**src/rtl/uec_pkg.sv**
```systemverilog
package uec_pkg;
  typedef struct packed {
    logic load;
    logic add;
  } ctrStrobe_t;

  localparam logic [7:0] EV_LOOKUP  = 8'h34;
  localparam logic [7:0] EV_SNOOP   = 8'h22;
  localparam logic [7:0] EV_OCC_ALL = 8'h80;
  localparam logic [7:0] EV_OCC_COH = 8'h83;

  localparam int BIT_EDGE = 24;
  localparam int BIT_INV  = 25;
  localparam int BIT_EN   = 26;
  localparam logic [31:0] CTRL_MASK = 32'h07FF_FFFF;
endpackage

```
**src/rtl/uec_ctl.sv**
```systemverilog
module uec_ctl
  import uec_pkg::*;
#(
  parameter int NUM_CTR = 4,
  parameter int LK_N    = 4,
  parameter int SN_N    = 2,
  parameter int OCC_W   = 5,
  parameter int RAW_W   = 5,
  parameter int AW      = 3
) (
  input  logic              clk,
  input  logic              rstN,
  input  logic              wrEn,
  input  logic [AW-1:0]     wrAddr,
  input  logic [31:0]       wrCtrl,
  input  logic [LK_N-1:0]   lkValid,
  input  logic [2*LK_N-1:0] lkState,
  input  logic [2*LK_N-1:0] lkReq,
  input  logic [SN_N-1:0]   snValid,
  input  logic [3*SN_N-1:0] snType,
  input  logic [2*SN_N-1:0] snSrc,
  input  logic [OCC_W-1:0]  occAll,
  input  logic [OCC_W-1:0]  occCoh,
  output ctrStrobe_t        strobe [NUM_CTR],
  output logic [RAW_W-1:0]  amount [NUM_CTR],
  output logic [31:0]       ctrlOut [NUM_CTR]
);
  localparam int IDX_W = AW - 1;
  localparam int CMP_W = (RAW_W > 8) ? RAW_W : 8;

  for (genvar c = 0; c < NUM_CTR; c++) begin : g_ctr
    logic [31:0]      ctrlQ;
    logic             prevQ;
    logic [7:0]       evt, umask, cmask;
    logic             edgeEn, invEn, enBit;
    logic [RAW_W-1:0] lkCnt, snCnt, raw;
    logic [CMP_W-1:0] rawX, cmX;
    logic             cond, pulse;

    assign evt    = ctrlQ[7:0];
    assign umask  = ctrlQ[15:8];
    assign cmask  = ctrlQ[23:16];
    assign edgeEn = ctrlQ[BIT_EDGE];
    assign invEn  = ctrlQ[BIT_INV];
    assign enBit  = ctrlQ[BIT_EN];

    // lookup qualification: state group AND request group
    always_comb begin
      lkCnt = '0;
      for (int k = 0; k < LK_N; k++) begin
        if (lkValid[k] && umask[{1'b0, lkState[2*k +: 2]}] &&
            umask[{1'b1, lkReq[2*k +: 2]}])
          lkCnt = lkCnt + RAW_W'(1);
      end
    end

    // snoop qualification: response type AND source
    always_comb begin
      snCnt = '0;
      for (int k = 0; k < SN_N; k++) begin
        if (snValid[k] && (snType[3*k +: 3] < 3'd5) && umask[snType[3*k +: 3]] &&
            (snSrc[2*k +: 2] != 2'd3) && umask[3'd5 + {1'b0, snSrc[2*k +: 2]}])
          snCnt = snCnt + RAW_W'(1);
      end
    end

    always_comb begin
      raw = '0;
      case (evt)
        EV_LOOKUP:  raw = lkCnt;
        EV_SNOOP:   raw = snCnt;
        EV_OCC_ALL: raw = (c == 0) ? RAW_W'(occAll) : '0;
        EV_OCC_COH: raw = (c == 0) ? RAW_W'(occCoh) : '0;
        default:    raw = '0;
      endcase
    end

    assign rawX  = CMP_W'(raw);
    assign cmX   = CMP_W'(cmask);
    assign cond  = (cmask != 8'd0) ? (invEn ? (rawX < cmX) : (rawX >= cmX))
                                   : (raw != '0);
    assign pulse = edgeEn ? (cond && !prevQ) : cond;

    always_comb begin
      if (cmask == 8'd0 && !edgeEn) amount[c] = raw;
      else                          amount[c] = RAW_W'(pulse);
    end

    assign strobe[c].add  = enBit && (amount[c] != '0);
    assign strobe[c].load = wrEn && (wrAddr == {IDX_W'(c), 1'b1});
    assign ctrlOut[c]     = ctrlQ;

    always_ff @(posedge clk) begin
      if (!rstN) begin
        ctrlQ <= '0;
        prevQ <= 1'b0;
      end else begin
        if (wrEn && wrAddr == {IDX_W'(c), 1'b0}) ctrlQ <= wrCtrl & CTRL_MASK;
        prevQ <= enBit ? cond : 1'b0;
      end
    end

    // a disabled counter never receives an increment
    a_r10_off_quiet: assert property (@(posedge clk) disable iff (!rstN)
      !enBit |-> !strobe[c].add);
    // threshold or edge modes step by at most one
    a_r2_unit_step: assert property (@(posedge clk) disable iff (!rstN)
      (cmask != 8'd0 || edgeEn) |-> amount[c] <= RAW_W'(1));
    // after an edge count, no count next cycle unless reprogrammed
    a_r4_edge_once: assert property (@(posedge clk) disable iff (!rstN)
      (enBit && edgeEn && strobe[c].add) |=> (!strobe[c].add || ctrlQ != $past(ctrlQ)));
    if (c != 0) begin : g_occ_chk
      // occupancy codes never count outside counter 0
      a_r7_occ_ctr0: assert property (@(posedge clk) disable iff (!rstN)
        (evt == EV_OCC_ALL || evt == EV_OCC_COH) |-> !strobe[c].add);
    end
  end
endmodule

```
**src/rtl/uec_dp.sv**
```systemverilog
module uec_dp
  import uec_pkg::*;
#(
  parameter int NUM_CTR = 4,
  parameter int CTR_W   = 48,
  parameter int RAW_W   = 5
) (
  input  logic             clk,
  input  logic             rstN,
  input  ctrStrobe_t       strobe [NUM_CTR],
  input  logic [RAW_W-1:0] amount [NUM_CTR],
  input  logic [CTR_W-1:0] wrData,
  output logic [CTR_W-1:0] cnt [NUM_CTR]
);
  for (genvar c = 0; c < NUM_CTR; c++) begin : g_cnt
    always_ff @(posedge clk) begin
      if (!rstN)                cnt[c] <= '0;
      else if (strobe[c].load)  cnt[c] <= wrData;
      else if (strobe[c].add)   cnt[c] <= cnt[c] + CTR_W'(amount[c]);
    end

    // a write lands exactly, whatever the increment
    a_r8_write_wins: assert property (@(posedge clk) disable iff (!rstN)
      strobe[c].load |=> cnt[c] == $past(wrData));
    // increments wrap modulo the counter width
    a_r9_wrap_add: assert property (@(posedge clk) disable iff (!rstN)
      (strobe[c].add && !strobe[c].load) |=>
        cnt[c] == $past(cnt[c]) + CTR_W'($past(amount[c])));
    // no strobe, no change
    a_r10_hold: assert property (@(posedge clk) disable iff (!rstN)
      (!strobe[c].add && !strobe[c].load) |=> $stable(cnt[c]));
  end
endmodule

```
**src/rtl/uec_top.sv**
```systemverilog
module uec_top
  import uec_pkg::*;
#(
  parameter int NUM_CTR = 4,
  parameter int CTR_W   = 48,
  parameter int LK_N    = 4,
  parameter int SN_N    = 2,
  parameter int OCC_W   = 5,
  localparam int AW     = $clog2(NUM_CTR) + 1
) (
  input  logic              clk,
  input  logic              rstN,
  input  logic              wrEn,
  input  logic [AW-1:0]     wrAddr,
  input  logic [CTR_W-1:0]  wrData,
  input  logic [AW-1:0]     rdAddr,
  output logic [CTR_W-1:0]  rdData,
  input  logic [LK_N-1:0]   lkValid,
  input  logic [2*LK_N-1:0] lkState,
  input  logic [2*LK_N-1:0] lkReq,
  input  logic [SN_N-1:0]   snValid,
  input  logic [3*SN_N-1:0] snType,
  input  logic [2*SN_N-1:0] snSrc,
  input  logic [OCC_W-1:0]  occAll,
  input  logic [OCC_W-1:0]  occCoh
);
  localparam int LK_CW = $clog2(LK_N + 1);
  localparam int SN_CW = $clog2(SN_N + 1);
  localparam int RAW_A = (LK_CW > SN_CW) ? LK_CW : SN_CW;
  localparam int RAW_W = (OCC_W > RAW_A) ? OCC_W : RAW_A;

  ctrStrobe_t       strobe  [NUM_CTR];
  logic [RAW_W-1:0] amount  [NUM_CTR];
  logic [31:0]      ctrlOut [NUM_CTR];
  logic [CTR_W-1:0] cnt     [NUM_CTR];

  uec_ctl #(.NUM_CTR(NUM_CTR), .LK_N(LK_N), .SN_N(SN_N), .OCC_W(OCC_W),
            .RAW_W(RAW_W), .AW(AW)) i_ctl (
    .clk(clk), .rstN(rstN), .wrEn(wrEn), .wrAddr(wrAddr), .wrCtrl(wrData[31:0]),
    .lkValid(lkValid), .lkState(lkState), .lkReq(lkReq),
    .snValid(snValid), .snType(snType), .snSrc(snSrc),
    .occAll(occAll), .occCoh(occCoh),
    .strobe(strobe), .amount(amount), .ctrlOut(ctrlOut));

  uec_dp #(.NUM_CTR(NUM_CTR), .CTR_W(CTR_W), .RAW_W(RAW_W)) i_dp (
    .clk(clk), .rstN(rstN), .strobe(strobe), .amount(amount),
    .wrData(wrData), .cnt(cnt));

  always_comb begin
    if (rdAddr[0]) rdData = cnt[rdAddr[AW-1:1]];
    else           rdData = CTR_W'(ctrlOut[rdAddr[AW-1:1]]);
  end
endmodule

```
**config.mk**
```make
export PLATFORM = sky130hd
export DESIGN_NAME = uec_top
export DESIGN_NICKNAME = d
export VERILOG_FILES = /design/src/rtl/uec_pkg.sv /design/src/rtl/uec_ctl.sv /design/src/rtl/uec_dp.sv /design/src/rtl/uec_top.sv
export SDC_FILE = /design/constraint.sdc
export NUM_CORES = 1
export LEC_CHECK = 0
export BUFFER_PORTS_ARGS = -buffer_cell sky130_fd_sc_hd__buf_2
export CAP_MARGIN = 5
export CORE_ASPECT_RATIO = 2
export CORE_MARGIN = 8
export CORE_UTILIZATION = 40
export DETAILED_ROUTE_END_ITERATION = 7
export GPL_ROUTABILITY_DRIVEN = 1
export PLACE_DENSITY = 0.61
export SYNTH_ARGS = -nofsm -noshare
export SYNTH_HDL_FRONTEND = slang
export SYNTH_HIERARCHICAL = 1
export SYNTH_SLANG_ARGS = --single-unit
```
**constraint.sdc**
```tcl
create_clock -name clk -period 14.5 [get_ports clk]
set_input_delay 2.175 -clock clk [delete_from_list [all_inputs] [get_ports clk]]
set_output_delay 2.175 -clock clk [all_outputs]
set_load 0.03 [all_outputs]
```
==> results of run 1 <==
placed cells by master, fill, tap and decap left out, drive strengths merged, types with 32 or more instances in the layout:
cell,synthesis,final
buf,50,174
mux4,124,124
xor2,32,32
nor3,45,45
nor2,96,96
a211oi,44,44
mux2,33,33
xnor2,51,51
o31ai,36,36
nand3,90,90
dfxtp,304,304
nand4,62,62
o21ai,188,188
ha,55,55
a31oi,68,68
a21boi,112,112
a21oi,107,107
clkbuf,139,44
or4,43,43
nand2,318,318
and3,46,46
inv,62,63
and2,32,32
per-stage QoR:
step	area (um^2)	setup WS, ps
after floorplan	21900	7080
after global placement	22800	6200
after detailed placement	22800	5990
after CTS	23900	6570
after global routing	23900	5960
final	24000	6370
Yosys cell counts (18+ instances only):
library cell  count
and3_1           46
mux4_2           61
a21boi_0        112
or3_1            28
nand2_1         318
xnor2_1          51
mux4_1           63
o21ai_0         184
a31oi_1          68
a21o_1           18
mux2_2           33
nor3b_1          22
and2_1           32
nand3_1          90
inv_1            61
a311oi_1         20
ha_1             55
dfxtp_1         304
buf_4            26
nor2b_1          20
mux2i_1          28
and4_1           28
nor2_1           96
o31ai_1          36
nand4_1          60
xor2_1           32
a21oi_1         105
nor4_1           22
nor3_1           44
a211oi_1         44
clkbuf_1        139
or4_1            41
area by class of cell:
class                      count  area (um^2)
inverter                      64          240
multi-input combinational   1958        14700
antenna                       15         37.5
clock buffer                  43          891
timing repair buffer         175          956
fill                        5348        30200
sequential                   304         6090
tap                          676          846
clock inverter                12          185
worst reg2reg max path, stage by stage, from the launching register on:
cell      delay [ps]
dfxtp_1          600
mux2i_1          130
o22ai_1          510
nand2_1          270
mux2i_1          260
inv_1             80
ha_1             200
nand3_1           80
xor2_1           170
nand2_1          130
inv_1            110
ha_1             240
a21o_1           180
a21oi_1          170
o21ai_0          110
a32oi_1          200
o22a_1           150
a21boi_0         260
o21a_1           170
ha_1             190
fa_1             220
a21oi_1          110
o21ai_1          620
nand4_1          790
or4_1            670
a31oi_1          190
final timing paths:
path	start	to
worst max-delay path	lkReq[0]	i_dp/cnt[86]$_SDFFE_PN0P_
worst max register to register	i_ctl/g_ctr[2].ctrlQ[12]$_SDFFE_PN0P_	i_dp/cnt[86]$_SDFFE_PN0P_
worst min-delay path	i_ctl/g_ctr[1].ctrlQ[6]$_SDFFE_PN0P_	i_ctl/g_ctr[1].ctrlQ[6]$_SDFFE_PN0P_
worst min register to register	i_ctl/g_ctr[1].ctrlQ[6]$_SDFFE_PN0P_	i_ctl/g_ctr[1].ctrlQ[6]$_SDFFE_PN0P_
registers in the layout, indices dropped and copies added, names as in the netlist:
register and cells:
i_dp/cnt 192, i_ctl/g_ctr.prevQ 4, i_ctl/g_ctr.ctrlQ 108
logic make-up after synthesis:
group	Yosys count	share of synthesized area [%]
other	1	0.0172
AND/OR/NAND/NOR	907	22.0
buffers and inverters	253	5.17
AO/OA/AOI/OAI	694	21.1
XOR/XNOR	84	3.44
flip-flops	304	27.9
multiplexers	185	16.9
adder cells (fa/ha/maj)	59	3.52
per-layer routing:
layer,track usage [%],part of all wire (%),vias up
met4,32.2,13,14
met1,29.9,31,10600
li1,-,-,9575
met5,0,0.093,-
met3,7.38,7.7,470
met2,53.7,48,1217
report_power, final:
group / internal, mW / leakage (nW) / switching [mW] / total, mW
clock network: 0.514 / 0.536 / 0.369 / 0.883
registers: 0.859 / 2.47 / 0.0494 / 0.909
logic: 0.0953 / 5.65 / 0.164 / 0.260
==> run_results.csv, run 1 <==
group,metric,value,unit
yosys,ys_types,93,
timing,fmax,0.123,GHz
cts,cts_root_buf,"clkbuf_16",
critical_path,critPathMostFrequentCell,"ha_1",
placement,dp_hpwl,73.5,mm
pwr,peakVddDrop,0.0000920,V
cts,cts-buffers-inserted,31,
critical_path,crit_family,"compound AO/OA/AOI/OAI gates",
timing,period_minus_slack,8130,ps
critical_path,ff2ff_setup_slack,7630,ps
floorplan,ioPinCount,147,
timing,rsz0062_at_grt,"false",
layout,syn_to_final_growth,10.0,%
routing,remaining_drc_errors,0,
layout,drive_gt1_share,14.4,%
timing,fin_skew,11.4,ps
cts,cts_hold_buf,0,
global_route,grt_pass1_wl,146,mm
critical_path,crit_type,"in -> reg",
routing,dr_total_vias,21800,
critical_path,startpoint_type,"input port",
cts,clkSlewWorstSetupHoldPaths,60,ps
yosys,synth_area,21800,um^2
global_route,antenna_found_initial,23,
placement,dp_cells,3174,
floorplan,core,54200,um^2
global_route,grt_overflow,0,
critical_path,arrival,8630,ps
cts,h-tree-depth,1,
critical_path,critical_path_depth,25,
yosys,synthCells,2487,
floorplan,die_w,181,um
critical_path,critical_path.max_stage_delay,790,ps
global_route,grt_usage,31.4,%
yosys,ys_top_cells_by_area,"dfxtp_1, mux4_1, mux4_2",
yosys,synth_top_area_share,27.9,%
routing,wire_per_inst,31.3,um
critical_path,crit_buf_inv,2,
floorplan,dieArea,62700,um^2
job,cap_viol_max_count,0,
cts,insertion_delay,590,ps
critical_path,required,15000,ps
placement,place.gp.congestion,1.02,
yosys,ys.flop_type,"dfxtp_1",
cts,cts_max_path_buffers,3,
critical_path,critPathMaxFanout,13,
timing,min_period_over_period,56.1,%
routing,first_pass_iters,6,
floorplan,initial_utilization,40.2,%
routing,first_iter_violations,1917,
timing,worst_hold_slack,483,ps
worst_hold_path,min_path_cells,2,
pwr,power.total,2.05,mW
routing,viasPerCell,6.72,
cts,cts_resized,0,
timing,fin_tns_setup,0,ps
timing,hold_viol_final,0,
timing,drv_slew,0,
timing,relSlewSlack,14.9,%
yosys,syn_avg_cell_area,8.76,um^2
placement,port_buffers,146,
yosys,yosysWarnings,6,
layout,layout.cells.non_filler,3247,
run_status,status,"completed",
pwr,p_leak,8.65,nW
global_route,grt_pass1_vias,21300,
critical_path,r2r_cells,25,
cts,post_cts_buffers,0,
yosys,synthArstFlopShare,0,%
floorplan,die_h,346,um
timing,setup_violations,0,
yosys,synth_edf_count,0,
critical_path,endpoint_kind,"flop",
timing,tightest_slew,1280,ps
critical_path,cp_slowest_cell,"nand4_1",
routing,drt.antenna.violating_nets,0,
yosys,yosysTopAreaCell,"dfxtp_1",
yosys,synth-seq-area-share,27.9,%
global_route,grt_max_degree,127,
pwr,power_density,85.5,nW/um^2
floorplan,rows,121,
yosys,synth.ff_latch_count,304,
layout,layout.nets,2692,
routing,drt-total-wl,102,mm
cts,cts_tree,"done",
layout,fin_util,44.2,%
cts,clock-sinks,304,
worst_hold_path,min_path_type,"reg -> reg",
(Power assumes the default switching activity.)
==> inputs of run 2 (changes only) <==
Settings changed: ABC_AREA set to 1, PLACE_DENSITY 0.61 to 0.6.
Clock period 14.5 ns to 7.7 ns, I/O delays scaled along.
==> run 2 against run 1 <==
  * Via count up 42%
  * Sequential cell count unchanged
  * Critical path depth up 12
  * Area after synthesis up 21%
  * Final area up 20%
  * Clock power up 120%
  * First-iteration DRC count up 36%
  * Critical endpoint is now i_dp/cnt[84]$_SDFFE_PN0P_
==> run_results.csv, run 2 <==
group,metric,value,unit
timing,drv_slew,0,
yosys,synth-compound-area-share,17.6,%
cts,cts_resized,0,
global_route,grt_max_degree,97,
routing,viasPerCell,5.52,
yosys,yosysWarnings,6,
yosys,syn_avg_cell_area,5.66,um^2
job,cap_viol_max_count,0,
yosys,synth_top_family_by_area,"simple AND/OR/NAND/NOR gates",
timing,tightest_slew,1240,ps
placement,place.gp.congestion,1.02,
worst_hold_path,worstHoldStart,"i_ctl/g_ctr[1].ctrlQ[26]$_SDFFE_PN0P_",
global_route,antenna_found_initial,4,
yosys,synth.most_common_cell,"nand2_1",
timing,hold_viol_final,0,
layout,drive_gt1_share,8.56,%
cts,cts_tree,"done",
pwr,peakVddDrop,0.000162,V
critical_path,critPathMaxFanout,10,
routing,remaining_drc_errors,0,
timing,fin_skew,24.0,ps
layout,fin_util,44.0,%
cts,cts-buffers-inserted,35,
floorplan,initial_utilization,40.3,%
critical_path,ff2ff_setup_slack,2270,ps
critical_path,critical_path.max_stage_delay,440,ps
cts,post_cts_buffers,0,
routing,wire_per_inst,23.0,um
placement,dp_hpwl,96.9,mm
routing,drt-total-wl,129,mm
floorplan,core,65600,um^2
critical_path,r2r_cells,34,
cts,cts_root_buf,"clkbuf_16",
layout,regMostFlops,"i_dp/cnt",
layout,syn_to_final_growth,9.21,%
yosys,synthSimpleGateAreaFrac,41.9,%
yosys,synth_xor_area_share,1.69,%
layout,layout.nets,4854,
timing,relSlewSlack,17.7,%
global_route,grt_pass1_vias,29100,
timing,fmax,0.174,GHz
timing,rsz0062_at_grt,"false",
layout,design_area,28900,um^2
global_route,grt_pass1_wl,185,mm
layout,final_cell_mix,"nand2_1, inv_1, nor2_1",
yosys,synthCells,4666,
yosys,synth_edf_count,0,
critical_path,critPathMostFrequentCell,"nand2_1",
layout,top_regs,"i_dp/cnt x192, i_ctl/g_ctr.ctrlQ x108, i_ctl/g_ctr.prevQ x4",
worst_hold_path,worstHoldEndpoint,"i_ctl/g_ctr[1].prevQ$_SDFF_PN0_",
routing,drt.antenna.violating_nets,0,
yosys,ys_top_cells_by_area,"dfxtp_1, nand2_1, inv_1",
cts,cts_max_path_buffers,3,
yosys,yosysTopAreaCell,"dfxtp_1",
floorplan,rows,133,
floorplan,die_w,198,um
critical_path,cp_slowest_cell,"fa_1",
cts,h-tree-depth,2,
placement,post_dp_cell_area,27600,um^2
yosys,netlist_top_cells_count,"nand2_1, inv_1, nor2_1",
critical_path,r2r-start,"i_ctl/g_ctr[3].ctrlQ[10]$_SDFFE_PN0P_",
routing,first_pass_iters,6,
global_route,grt_overflow,0,
floorplan,die_h,379,um
timing,fin_tns_setup,0,ps
yosys,synth-adder-area-share,2.91,%
cts,clkSlewWorstSetupHoldPaths,70,ps
yosys,ys.flop_type,"dfxtp_1",
yosys,synth-seq-area-share,23.0,%
yosys,synth_mux_area_share,0,%
floorplan,ioPinCount,147,
critical_path,crit_type,"in -> reg",
timing,period_minus_slack,5750,ps
pwr,p_leak,12.0,nW
timing,setup_violations,0,
cts,cts_hold_buf,0,
layout,final_common_cell,"nand2_1",
timing,min_period_over_period,74.7,%
routing,dr_total_vias,30900,
layout,largest_reg_flops,192,
global_route,grt_usage,33.3,%
yosys,synth_area,26400,um^2
worst_hold_path,min_path_type,"reg -> reg",
critical_path,arrival,6150,ps
cts,insertion_delay,560,ps
critical_path,startpoint_type,"input port",
yosys,synthArstFlopShare,0,%
yosys,synth.ff_latch_count,304,
critical_path,required,8100,ps
placement,port_buffers,146,
run_status,status,"completed",
worst_hold_path,min_path_cells,2,
yosys,synth_top_area_share,23.0,%
yosys,ys_types,58,
pwr,power_density,151,nW/um^2
critical_path,r2r_end,"i_dp/cnt[24]$_SDFFE_PN0P_",
critical_path,endpoint_kind,"flop",
floorplan,dieArea,75000,um^2
cts,clock-sinks,304,
routing,first_iter_violations,2605,
[run 2: cell families after synthesis]
family | count (synthesis)
AO/OA/AOI/OAI | 788
other | 1
buffers and inverters | 836
adder cells (fa/ha/maj) | 59
flip-flops | 304
AND/OR/NAND/NOR | 2627
XOR/XNOR | 51
[run 2: critical path, delay by kind of cell]
| family | cells | cell delay (ps) |
|---|---|---|
| buffers and inverters | 8 | 720 |
| AOI/OAI and AO/OA | 7 | 1070 |
| and+or+nand+nor | 17 | 1570 |
| adders and majority gates | 5 | 1630 |
[run 2: final cells by class]
class	instances	area, um^2
antenna	4	10.0
clock buffer	43	998
clock inverter	19	236
fill	7520	36700
inverter	625	2360
multi-input combinational	3554	17100
sequential	304	6090
tap	877	1100
timing repair buffer	176	961
[run 2: how the worst max path moves through the flow]
stage	slack [ps]	from	to
after floorplan	2110	lkState[0]	i_dp/cnt[176]$_SDFFE_PN0P_
after global placement	1460	lkState[0]	i_dp/cnt[84]$_SDFFE_PN0P_
after detailed placement	1440	lkState[0]	i_dp/cnt[84]$_SDFFE_PN0P_
after CTS	2020	lkState[0]	i_dp/cnt[84]$_SDFFE_PN0P_
after global routing	1440	lkState[0]	i_dp/cnt[84]$_SDFFE_PN0P_
final	1950	lkState[0]	i_dp/cnt[84]$_SDFFE_PN0P_
[run 2: power breakdown]
| part | switching (mW) | internal [mW] |
|---|---|---|
| Sequential | 0.0660 | 1.62 |
| Combinational | 0.580 | 0.199 |
| Clock | 0.802 | 1.09 |
| Total | 1.45 | 2.91 |
[run 2: stage by stage]
step / hold slack (ps) / std cells / power (mW) / setup slack, ps
floorplan: 430 / 4694 / 2.16 / 2110
global placement: 465 / 5536 / 2.47 / 1460
detailed placement: 459 / 5536 / 2.47 / 1440
CTS: 472 / 5598 / 4.35 / 2020
global route: 502 / 5598 / 4.48 / 1440
finish: 475 / 5602 / 4.36 / 1950
[run 2: metal layers]
layer | vias up | part of all wire [%] | global-route usage (%)
li1 | 15000 | - | -
met1 | 14200 | 35 | 34.2
met2 | 1307 | 47 | 56.2
met3 | 469 | 5.9 | 3.86
met4 | 0 | 12 | 35.3
met5 | - | 0 | 0
